==> config.mk <==
export PLATFORM = sky130hd
export DESIGN_NAME = txboot_seq
export DESIGN_NICKNAME = d
export VERILOG_FILES = /design/src/rtl/txboot_seq.sv
export SDC_FILE = /design/constraint.sdc
export NUM_CORES = 1
export LEC_CHECK = 0
export BUFFER_PORTS_ARGS = -buffer_cell sky130_fd_sc_hd__buf_2
export CAP_MARGIN = 20
export CELL_PAD_IN_SITES_DETAIL_PLACEMENT = 1
export CELL_PAD_IN_SITES_GLOBAL_PLACEMENT = 1
export CORE_UTILIZATION = 39
export DETAILED_ROUTE_END_ITERATION = 10
export GPL_TIMING_DRIVEN = 0
export PLACE_DENSITY_LB_ADDON = 0.2
export SYNTH_ARGS = -nofsm -noshare
export SYNTH_HDL_FRONTEND = slang
export SYNTH_SLANG_ARGS = --single-unit
export TNS_END_PERCENT = 1
==> constraint.sdc <==
create_clock -name clk -period 1.94 [get_ports clk]
set_input_delay 0.388 -clock clk [delete_from_list [all_inputs] [get_ports clk]]
set_output_delay 0.388 -clock clk [all_outputs]
set_load 0.02 [all_outputs]
==> src/rtl/txboot_seq.sv <==
module txboot_seq #(
  parameter int CLK_KHZ = 200000,
  parameter int LOCK_TMO_US = 200,
  parameter logic [7:0] MODE_ADDR = 8'h0A,
  parameter logic [7:0] PA_ADDR = 8'h13
) (
  input  logic       clk,
  input  logic       rst_n,
  input  logic       en_pin,
  input  logic       wr_en,
  input  logic [7:0] wr_addr,
  input  logic [7:0] wr_data,
  input  logic       osc_ok,
  input  logic       pll_lock_in,
  input  logic       mod_data,
  output logic       reg_en,
  output logic       osc_en,
  output logic       pll_start,
  output logic       lock_det,
  output logic       pa_out,
  output logic       lock_fail
);
  localparam int D0 = (1055 * CLK_KHZ) / 10000;
  localparam int D1 = (2111 * CLK_KHZ) / 10000;
  localparam int D2 = (3165 * CLK_KHZ) / 10000;
  localparam int D3 = (5275 * CLK_KHZ) / 10000;
  localparam int D4 = (9495 * CLK_KHZ) / 10000;
  localparam int SETUP_C = CLK_KHZ / 20;
  localparam int TMO_C = (LOCK_TMO_US * CLK_KHZ) / 1000;
  localparam int M1 = (D4 > SETUP_C) ? D4 : SETUP_C;
  localparam int MAXC = (M1 > TMO_C) ? M1 : TMO_C;
  localparam int CW = $clog2(MAXC + 1);

  typedef enum logic [2:0] {S_OFF, S_STBY, S_OSC, S_DLY, S_SET, S_LOCK, S_RUN, S_FAIL} st_t;

  st_t st;
  logic [CW-1:0] cnt;
  logic enb, act, pa_en;
  logic [2:0] dsel;
  int dly_c;
  logic on_req;
  logic unused_bits;

  assign unused_bits = ^wr_data[5:3];
  assign on_req = en_pin & enb;

  always_ff @(posedge clk or negedge rst_n) begin
    if (!rst_n) begin
      enb <= 1'b0;
      act <= 1'b0;
      dsel <= 3'd0;
      pa_en <= 1'b1;
    end else if (wr_en) begin
      if (wr_addr == MODE_ADDR) begin
        enb <= wr_data[7];
        act <= wr_data[6];
        dsel <= wr_data[2:0];
      end
      if (wr_addr == PA_ADDR) pa_en <= wr_data[1];
    end
  end

  always_comb begin
    case (dsel)
      3'd1: dly_c = D1;
      3'd2: dly_c = D2;
      3'd3: dly_c = D3;
      3'd4: dly_c = D4;
      default: dly_c = D0;
    endcase
  end

  always_ff @(posedge clk or negedge rst_n) begin
    if (!rst_n) begin
      st <= S_OFF;
      cnt <= '0;
      lock_fail <= 1'b0;
    end else begin
      if (st == S_OFF) lock_fail <= 1'b0;
      if (!on_req) st <= S_OFF;
      else if (!act && st != S_OFF && st != S_STBY) st <= S_STBY;
      else begin
        case (st)
          S_OFF: st <= S_STBY;
          S_STBY: if (act) st <= S_OSC;
          S_OSC:
            if (osc_ok) begin
              st <= S_DLY;
              cnt <= CW'(dly_c - 1);
            end
          S_DLY:
            if (cnt == '0) begin
              st <= S_SET;
              cnt <= CW'(SETUP_C - 1);
            end else cnt <= cnt - CW'(1);
          S_SET:
            if (cnt == '0) begin
              st <= S_LOCK;
              cnt <= CW'(TMO_C - 1);
            end else cnt <= cnt - CW'(1);
          S_LOCK:
            if (pll_lock_in) st <= S_RUN;
            else if (cnt == '0) begin
              st <= S_FAIL;
              lock_fail <= 1'b1;
            end else cnt <= cnt - CW'(1);
          default: ;
        endcase
      end
    end
  end

  assign reg_en = (st != S_OFF);
  assign osc_en = (st != S_OFF);
  assign pll_start = (st == S_LOCK) || (st == S_RUN);
  assign lock_det = (st == S_RUN);
  assign pa_out = lock_det & pa_en & mod_data;

  a_r7_pa_after_lock: assert property (@(posedge clk) disable iff (!rst_n)
    pa_out |-> lock_det);
  a_r6_lock_needs_pll: assert property (@(posedge clk) disable iff (!rst_n)
    $rose(lock_det) |-> $past(pll_start) && $past(pll_lock_in));
  a_r9_pin_low_off: assert property (@(posedge clk) disable iff (!rst_n)
    !en_pin |=> !reg_en && !lock_det && !pa_out);
  a_r10_act_clear_stby: assert property (@(posedge clk) disable iff (!rst_n)
    (en_pin && enb && !act) |=> reg_en && !pll_start);
  a_r11_fail_after_wait: assert property (@(posedge clk) disable iff (!rst_n)
    $rose(lock_fail) |-> $past(pll_start) && !pll_start);
  a_r11_fail_clears_off: assert property (@(posedge clk) disable iff (!rst_n)
    $fell(lock_fail) |-> $past(!reg_en));
endmodule

# [After elaboration in Yosys (flattened, before gate mapping)]
# Index checks and enable logic that the tools add are counted.
[word_totals] regBits=28 output_inout_bits=6 elab_cells=69 in_bits=23
[op_classes] n_bitwise=4 eq_ne=22 n_mux=22 addsub=2 reduce_logical=12
[op_table] cell="case mux 18 bit (4 select lines)" n=2
[op_table] cell="two-way mux 18 bit" n=5
[op_table] cell="two-way mux 3 bit" n=8
[op_table] cell="zero test 18 bit" n=1
[op_table] cell="case mux 3 bit (6 select lines)" n=1
[op_table] cell="subtractor 18 x 1 -> 18 bit, second input constant" n=1
[op_table] cell="subtractor 18 x 2 -> 18 bit, second input constant" n=1
[op_table] cell="inequality test 4 bit, second input constant" n=4
[op_table] cell="equality test 3 x 2 -> 1 bit, second input constant" n=4
[op_table] cell="equality test 3 bit, second input constant" n=4
[op_table] cell="AND reduction 6 bit" n=2
[op_table] cell="equality test 8 x 4 -> 1 bit, second input constant" n=1
[op_table] cell="equality test 8 x 5 -> 1 bit, second input constant" n=1
[op_table] cell="inequality test 8 x 1 -> 1 bit, second input constant" n=1
[op_table] cell="equality test 3 x 1 -> 1 bit, second input constant" n=2
[op_table] cell="two-way mux 1 bit" n=6
[op_table] cell="inequality test 2 bit, second input constant" n=3
[op_table] cell="inequality test 5 bit, second input constant" n=1
[op_table] cell="AND reduction 2 bit" n=2
[op_table] cell="nonzero test 4 bit" n=1
[op_table] cell="AND 1 bit" n=3
[op_table] cell="zero test 3 bit" n=1
[op_table] cell="inequality test 3 x 1 -> 1 bit, second input constant" n=1
[op_table] cell="nonzero test 3 bit" n=1
[op_table] cell="other kinds (4)" n=5

# [Depth between registers and ports, before layout]
[logic_depth] ltp_word=7 mapped_depth=9 depth_no_buf=7

# [Worst setup path after synthesis]
# OpenSTA, ideal clock, no wires.
[synth_path] path_kind="register to register" startpoint="reg cnt[7]" endpoint="reg cnt[8]" path_slack_ps=-181 t_arrival_ps=1997 n_path_buf=0 period_less_slack_ps=2121 setup_ps=124 required_time_ps=1816 path_stages_with_launch=7 cell_sequence="dfrtp_1 -> or4_4 -> nor3b_4 -> nand3_1 -> a211oi_2 -> nor3_1 -> a211o_1"
[synth_via] elab_chain_cells=4 elab_cells_between_ends=9 cone_classes="add/sub (1); eq/ne (1); mux (5); reduce/logical (2)"
[synth_rtl] item="start: declaration" line="37" text="logic [CW-1:0] cnt;"
[synth_rtl] item="start signal: assignment" line="89" text="cnt <= CW'(dly_c - 1);"
[synth_rtl] item="start signal: assignment" line="94" text="cnt <= CW'(SETUP_C - 1);"
[synth_rtl] item="start signal: assignment" line="95" text="end else cnt <= cnt - CW'(1);"
[synth_rtl] item="subtractor 18 x 1 -> 18 bit" line="95, 100, 106"
[synth_rtl] item="two-way mux 18 bit" line="103" text="else if (cnt == '0) begin"
[synth_rtl] item="two-way mux 18 bit" line="102" text="if (pll_lock_in) st <= S_RUN;"
[synth_rtl] item="case mux 18 bit (4 select lines)" line="83" text="case (st)"
# Parallel ways exist; a longest one is shown, timed or not. The select of a mux whose other input is x is not followed.
# A chain may end at the register's enable or synchronous reset.

# [Worst setup path in the final report]
[layout_path] startpoint="reg cnt[8]" endpoint="reg cnt[8]"
# The elaborated chain is that of the path after synthesis.

==> run summary <==
The flow ran to the end, but the final reports show violations. The final reports fail on negative setup slack. The required arrival time at the worst endpoint is approximately 2.1 ns. The top-level port count is 29. The initial detailed-routing violation count came out at 130. The proportion of synthesized flip-flops having asynchronous set or reset came out at 1.00. The detail-routed net length per standard cell came out at ~20 um. The via count of the first global-routing pass is between 1500 and 2000. The placer congestion estimate is 0.884. The peak ir drop on the vdd network is between 0.3 and 0.4 mV.

The worst setup path is of the register to register kind. In this design, the stage delay of the slowest critical-path cell is 0.58 ns. The number of fillers in the final layout came out at 580. The number of flops mapped to enable cells by yosys came out at 0. The met3 routed wirelength is approximately 300 um. The number of warnings issued by yosys came out at 0. The clock period minus final worst setup slack came out at 2.26 ns. The number of sinks on the clock net is 28. The routed layout has just over 2000 vias.

Using the TritonRoute via totals, the vias-per-cell ratio works out to 6.03. The smallest setup slack after layout came out at -0.318 ns. The final antenna diode count is 0.

The cell type of the slowest stage on the worst timing path is sky130_fd_sc_hd__or4_4. The most area-hungry cell type in the Yosys netlist is sky130_fd_sc_hd__dfrtp_1. For this run, the total global-route usage over all layers was measured as 0.249. The pre-CTS setup slack is -0.490 ns. After detailed placement, the total cell area comes to roughly 2200 um^2. The number of clock buffers added by TritonCTS is 3.

STA classifies the critical path startpoint as a register. The detailed route wirelength on metal2 is between 3 and 4 mm. The clock passes through at most 2 buffers.

The setup slack on the worst flop-to-flop path is -0.32 ns. The number of optimization iterations in the first detailed-route pass is 4. The horizontal die dimension is 74.0 um. The power after layout came out at approximately 1.0 mW. The max-slew violation total from the final report is 0. The H-tree depth reported by CTS came out at 1. The quantity of I/O buffers inserted on ports came out at 25.

Adding up every negative setup slack in the final design gives -5.18 ns. The post-synthesis to final-layout area growth came out at 27.4%. The final cycle utilization of the critical path came out at 1.16. The relative slew slack came out at 0.550. The later pin in the worst-skew pair is clocked with a latency of around 0.28 ns.

The total wire length is 6.71 mm. The first global-routing pass estimated 10.4 mm of wire. The commonest cells after synthesis are sky130_fd_sc_hd__dfrtp_1, sky130_fd_sc_hd__nor2_1, sky130_fd_sc_hd__nand2_1. The core region is 4850 um^2. The total number of nets in the final design came out at 303. Of the post-synthesis cell area, the dominant cell type holds 0.334. The mapped netlist covers between 2000 and 2500 um^2. The starting density of the core came out at 0.417. The path class of the tightest hold or removal check is primary input to asynchronous set/reset pin. The number of unique standard cell types used by synthesis came out at 64. In the synthesized netlist the dominant register cell turns out to be sky130_fd_sc_hd__dfrtp_1.

Summed over all layers, the global routing overflow is 0. Synthesis produced a netlist with a net count of 250. In this run the mean area of a mapped cell was between 8 and 9 um^2. The number of maximum-capacitance violations is 0. The clock transition at the registers of the reported paths came out at roughly 0.11 ns. Ranked by total cell area, the synthesized netlist is headed by sky130_fd_sc_hd__dfrtp_1, sky130_fd_sc_hd__a31oi_1, sky130_fd_sc_hd__nor2_1, sky130_fd_sc_hd__a21oi_1, sky130_fd_sc_hd__mux2_2. After synthesis the netlist holds a flip-flop and latch count of 28. For this run, design rule violations remaining after detail routing come to 0. The number of nets still failing antenna checks after routing came out at 0.

The CTS tree is yes. The maximum clock rate is approximately 0.44 GHz. The clock tree skew after final layout came out at roughly 0.0095 ns. The post-route cell area is around 2600 um^2. The worst hold slack came out at 0.125 ns. The number of antenna violations at the first check in global routing came to 0. After detailed routing, the wire length on met1 is a little under 3 mm. The static leakage power came out at roughly 1.1 nW. The transition time of the tightest slew-check pin came out at slightly below 0.7 ns. The largest net degree at the start of global routing is 29. The count of endpoints failing hold in the final timing report came to 0. The buffer cell driving the clock tree root is sky130_fd_sc_hd__clkbuf_8. The die outline height came out at between 70 and 80 um.

The placement row count came out at 25. Walking the worst path, the cells encountered are or4_4 > nor3b_4 > buf_4 > nand3_4 > a211oi_4 > nor3_1 > a211o_1. The maximum fanout along the worst path came out at 5. Detailed placement finished with a half-perimeter wire length of around 4.6 mm. The area of the die came out at roughly 5500 um^2. The power per standard cell area came out at about 410 nW/um^2. Setup repair after global routing could not meet its margin everywhere. STA classifies the critical path endpoint as a register.

The worst path arrival time is between 2 and 2.5 ns. In this run the top signal layer used is met4. The sequential element share of the synthesized area came out at 0.347. In the final layout, the share of cells above drive strength 1 is 0.383.

In the synthesized netlist, the number of instances is between 200 and 250. The number of hold buffers added after CTS is 0. The most common cell in the netlist is sky130_fd_sc_hd__dfrtp_1. Setup violations remaining at the end of the flow were counted as 22.
cell usage in the layout (no fill, tap or decap), drive strengths merged, types with 3 or more instances in the layout:
cell,count
a221oi,3
o21ai,13
a21oi,14
a211oi,6
nand3,9
clkbuf,7
nor2b,5
inv,11
nand4,3
nor3b,3
a31oi,14
dfrtp,27
and3,3
nand2b,3
buf,55
nor3,8
or4,4
o22ai,5
or3,4
mux2,6
nand2,18
nor2,21
through the flow:
stage / util / instances
floorplan: - / 225
global placement: 0.463 / 317
detailed placement: 0.463 / 317
CTS: 0.498 / 328
global route: 0.532 / 344
finish: 0.532 / 344
sequential cells by signal, summed over array words and instances (netlist names):
| name | flops |
|---|---|
| dsel | 3 |
| act | 1 |
| lock_fail | 1 |
| cnt | 18 |
| st | 3 |
| enb | 1 |
| pa_en | 1 |
final timing paths:
| check | from | end | depth (start not counted) |
|---|---|---|---|
| max | cnt[8] | cnt[8] | 7 |
| min | rst_n | cnt[2] | 1 |
| max reg2reg | cnt[8] | cnt[8] | 7 |
| min reg2reg | cnt[0] | cnt[0] | 1 |
| max in group asynchronous | rst_n | st[1] | 1 |
| min in group clk | wr_data[2] | dsel[2] | 2 |
worst max-delay path: cells and delay by family, from the launching register on:
family	cells	cell delay, ns
DFF	1	0.40
and+or+nand+nor	4	1.01
buffers and inverters	1	0.18
AOI/OAI and AO/OA	2	0.57
cell families after synthesis:
group / after synthesis / share of synthesized area
flops: 28 / 0.347
fa+ha+maj: 2 / 0.0124
simple gates: 89 / 0.253
mux: 6 / 0.0334
compound gates: 77 / 0.291
xor+xnor: 2 / 0.00866
buf+inv: 21 / 0.0550
metal layers:
layer	up-vias	GRT usage
met4	0	0.0577
met1	1059	0.347
li1	963	-
met5	-	0
met2	48	0.418
met3	6	0.0230
where the power goes:
group / switching [mW] / internal, mW
combinational: 0.0603 / 0.0425
sequential: 0.00776 / 0.590
clock: 0.200 / 0.148
layout make-up:
type / count / area [um^2] / area share
plain buffers: 10 / 93.8 / 0.0364
well taps: 67 / 83.8 / 0.0325
flip-flops and latches: 28 / 707 / 0.274
repair buffers: 48 / 302 / 0.117
clock buffers: 4 / 45.0 / 0.0175
multi-input cells: 176 / 1310 / 0.506
inverters: 11 / 41.3 / 0.0160
repair_timing:
| action | CTS | global route |
|---|---|---|
| gates resized for setup | 20 | 22 |
| buffers inserted | 7 | 16 |
| pin swaps | 11 | 17 |
| endpoints found under the setup margin | 26 | 30 |
(Power assumes the default switching activity.)
